`src/rtl/ctx_save_unit.sv`:
```
module ctx_save_unit #(
  parameter int SR_W  = 32,
  parameter int PC_W  = 32,
  parameter int OFS_W = 16
) (
  input  logic             clk,
  input  logic             rst_n,
  input  logic             enter_valid,
  input  logic [2:0]       enter_ctx,
  input  logic [2:0]       enter_kind,
  input  logic [SR_W-1:0]  enter_sr,
  input  logic [PC_W-1:0]  enter_pc,
  input  logic [OFS_W-1:0] enter_offset,
  input  logic             ret_valid,
  input  logic [2:0]       ret_ctx,
  output logic [SR_W-1:0]  rest_sr,
  output logic [PC_W-1:0]  rest_pc,
  output logic             cof,
  output logic [6:0]       cause
);
  localparam int NCTX = 8;

  logic [SR_W-1:0] sr_bank [NCTX];
  logic [PC_W-1:0] pc_bank [NCTX];

  wire cause_load = enter_valid && (enter_kind == 3'd0 || enter_kind == 3'd1);
  wire collide    = enter_valid && ret_valid && (enter_ctx == ret_ctx);

  always_ff @(posedge clk) begin
    if (!rst_n) begin
      for (int i = 0; i < NCTX; i++) begin
        sr_bank[i] <= '0;
        pc_bank[i] <= '0;
      end
      rest_sr <= '0;
      rest_pc <= '0;
      cof     <= 1'b0;
      cause   <= '0;
    end else begin
      cof <= ret_valid;
      if (enter_valid) begin
        sr_bank[enter_ctx] <= enter_sr;
        pc_bank[enter_ctx] <= enter_pc;
      end
      if (ret_valid) begin
        rest_sr <= collide ? enter_sr : sr_bank[ret_ctx];
        rest_pc <= collide ? enter_pc : pc_bank[ret_ctx];
      end
      if (cause_load)
        cause <= enter_offset[8:2];
    end
  end
endmodule


```
`config.mk`:
```
export PLATFORM = sky130hd
export DESIGN_NAME = ctx_save_unit
export DESIGN_NICKNAME = d
export VERILOG_FILES = /design/src/rtl/ctx_save_unit.sv
export SDC_FILE = /design/constraint.sdc
export NUM_CORES = 1
export LEC_CHECK = 0
export ABC_AREA = 1
export BUFFER_PORTS_ARGS = -buffer_cell sky130_fd_sc_hd__buf_4
export CAP_MARGIN = 30
export CORE_MARGIN = 3
export CORE_UTILIZATION = 35
export CTS_BUF_LIST = sky130_fd_sc_hd__clkbuf_2
export DETAILED_ROUTE_END_ITERATION = 8
export PLACE_DENSITY = 0.63
export SLEW_MARGIN = 10
export SYNTH_ARGS = -nofsm -noshare
export SYNTH_HDL_FRONTEND = slang
export SYNTH_SLANG_ARGS = --single-unit
```
`constraint.sdc`:
```
create_clock -name clk -period 5.2 [get_ports clk]
set_input_delay 0.26 -clock clk [delete_from_list [all_inputs] [get_ports clk]]
set_output_delay 0.26 -clock clk [all_outputs]
set_load 0.05 [all_outputs]
```
==> flow_summary.toml <==
[run_status]
status = "finished, final reports clean"

[timing]
report.final.hold_viol_count = 0
period_minus_slack_ns = 4.09
setup-violations-final = 0
tns_ns = 0
rsz0062_at_grt = "false"
drv_slew = 0
fin_crit_sh = 0.786
max_freq_mhz = 245
worst_slew_pin_slew_ns = 0.992
slew_headroom = 0.339
clock_skew_ns = 0.0723

[power]
p_int_w = 0.00721
power_frac_clock = 0.322
p_sw_frac = 0.281
ir_drop_v = 0.000156
p_comb_frac = 0.133
power_density_nw_per_um2 = 316
p_total_w = 0.0100
p_sw_w = 0.00282
leakagePower_nw = 13.3
seqPwrFrac = 0.546

[setup_path]
crit_start = "ret_ctx[1]"
critPathMaxStageDelay_ns = 0.75
critPathRequiredTime_ns = 6.30
worstSetupEndpointType = "register"
crit_path_start_kind = "input port"
path_common_cell = "dlygate4sd3_1"
critPathMaxFanout = 64
slowest_stage = "buf_4"
r2r-start = "sr_bank[7][13]"
crit_type = "in2reg"
arrival_ns = 5.18
path_cells = "dlygate4sd3_1 -> buf_4 -> clkinv_2 -> nand2_1 -> nand2_1 -> nor2_4 -> buf_4 -> nand3_1 -> nand2_1 -> dlygate4sd3_1 -> a21oi_1 -> dlygate4sd3_1 -> nor2_1 -> dlygate4sd3_1"
r2r_slack_ns = 2.95

[drt]
dr.pass1.iters = 7
drt-initial-drc-count = 1956
route.vias.total = 21200
via_per_inst = 5.05
wl_mm = 78.9
post_drt_wl_per_cell_um = 18.8
ant_nets = 0
drc = 0

[synth]
synth_mux_area_frac = 0
ys_warn_count = 0
synth-compound-area-share = 0.0367
synthCells = 2744
synthXorXnorAreaFrac = 0
synth_fa_ha_area_frac = 0
syn_avg_cell_area_um2 = 9.40
netlist_area_um2 = 25800
synth_nets = 2837
synthSimpleGateAreaFrac = 0.263
ys_ff_latch = 584
synth_top_family_by_area = "simple AND/OR/NAND/NOR gates"
synth_seq_area_share = 0.652
netlist-cell-type-count = 17

[clock_tree]
post_cts_resize_count = 0
cts_inserted_buffers = 144
cts_tree = "done"
clkLatencyLatePin_ns = 1.15
clk_pin_slew_ns = 0.10
cts_root_buffer = "clkbuf_2"
cts_buffer_depth = 3
cts_sinks = 584
post-cts-setup-buffers = 0
postCtsHoldBufs = 251
cts.htree.levels = 4

[finish]
synthToLayoutAreaGrowth_pct = 22.9
postLayoutCellArea_um2 = 31700
drive_above_1_share = 0.141
nets = 3228

[floorplanning]
io_pins = 165
coreArea_um2 = 72200
die_h_um = 277
die_w_um = 277
fp.dieArea_um2 = 77000
initial_core_util = 0.357
placementRows = 98

[global_routing]
grt_pass1_wl_mm = 119
grt_pass1_vias = 20700
antenna_found_initial = 1
grt_usage = 0.200
globalRouteOverflowTotal = 0
grt_max_degree = 184

[placed_design]
io_buffers = 154
hpwl_mm = 38.2
placed_area_um2 = 27700
place_congestion = 0.721

[flow_run]
cap_violations = 0

[min_path]
hold_start = "enter_pc[6]"
min_path_type = "in2reg"
synthesized netlist by cell type, drive strengths merged:
cell type	count	area, um^2
a21oi	64	320
buf	113	567
clkbuf	84	315
clkinv	14	52.6
dfxtp	72	1440
edfxtp	512	15400
inv	86	323
nand2	629	2370
nand3	381	1910
nor2	664	2500
o21ai	125	626
sequential cells by signal, indices dropped and copies added (netlist names):
signal / count
pc_bank: 256
sr_bank: 256
rest_pc: 32
rest_sr: 32
cause: 7
cof: 1
power groups by stage:
stage	clock network (W)	logic, W	registers (W)
2_1_floorplan	0	0.000574	0.00573
3_5_place_dp	0	0.00115	0.00558
3_3_place_gp	0	0.00112	0.00557
5_1_grt	0.00349	0.00145	0.00550
4_1_cts	0.00328	0.00132	0.00547
6_report	0.00323	0.00133	0.00547
layout make-up:
cell class                      instances  area, um^2
Sequential cell                       584       16800
Clock inverter                         30         249
Multi-Input combinational cell       1863        7850
Fill cell                            6832       40500
Clock buffer                          223        1120
Inverter                              100         384
Tap cell                              950        1190
Antenna cell                            1        2.50
Timing Repair Buffer                  442        4100
cell usage in the layout, fill, tap and decap left out:
master,netlist,layout
nand2_4,0,16
edfxtp_1,512,512
dfxtp_1,72,72
inv_6,0,1
buf_8,0,2
nand2_1,627,610
clkinv_1,14,27
clkinv_2,0,5
nor2_2,3,2
clkbuf_2,0,223
dlygate4sd3_1,0,251
buf_4,11,180
bufinv_16,0,5
nand3_1,381,381
nor2_1,661,661
a21oi_1,64,64
inv_4,0,1
nand2_2,2,3
buf_6,4,1
diode_2,0,1
nor2_4,0,1
inv_1,84,83
o21ai_0,125,125
buf_12,0,3
inv_2,2,8
buf_16,0,5
path summary, 6_finish.rpt:
check	to	cells past startpoint
min reg2reg	rest_pc[31]	2
min	pc_bank[1][6]	4
max	rest_sr[25]	14
max reg2reg	rest_sr[13]	8
routing by layer:
layer / global-route usage / share of wire
met1: 0.249 / 0.41
met2: 0.340 / 0.49
met3: 0.0344 / 0.071
met4: 0.0873 / 0.033
met5: 0 / 0
kinds of logic (layout without fill, tap and decap cells):
group,Yosys count,count (layout)
compound gates,189,189
buf+inv,297,795
flops,584,584
other cells,0,1
simple gates,1674,1674
worst max-delay path: cells and delay by family:
family,cells,cell delay [ns]
AOI/OAI and AO/OA,1,0.04
and+or+nand+nor,6,0.74
buffers and inverters,7,4.10
stage by stage:
stage                     hold WS (ns)   util  cells  setup WS [ns]
after global routing            0.0813  0.439   4193          0.963
final                            0.115  0.439   4193           1.11
after global placement           0.466  0.383   3680           1.54
after CTS                     0.000501  0.438   4188          0.954
after detailed placement         0.479  0.384   3684           1.48
after floorplan                  0.426      -   2744           2.23
No activity file was read; power rests on OpenSTA's default activity.
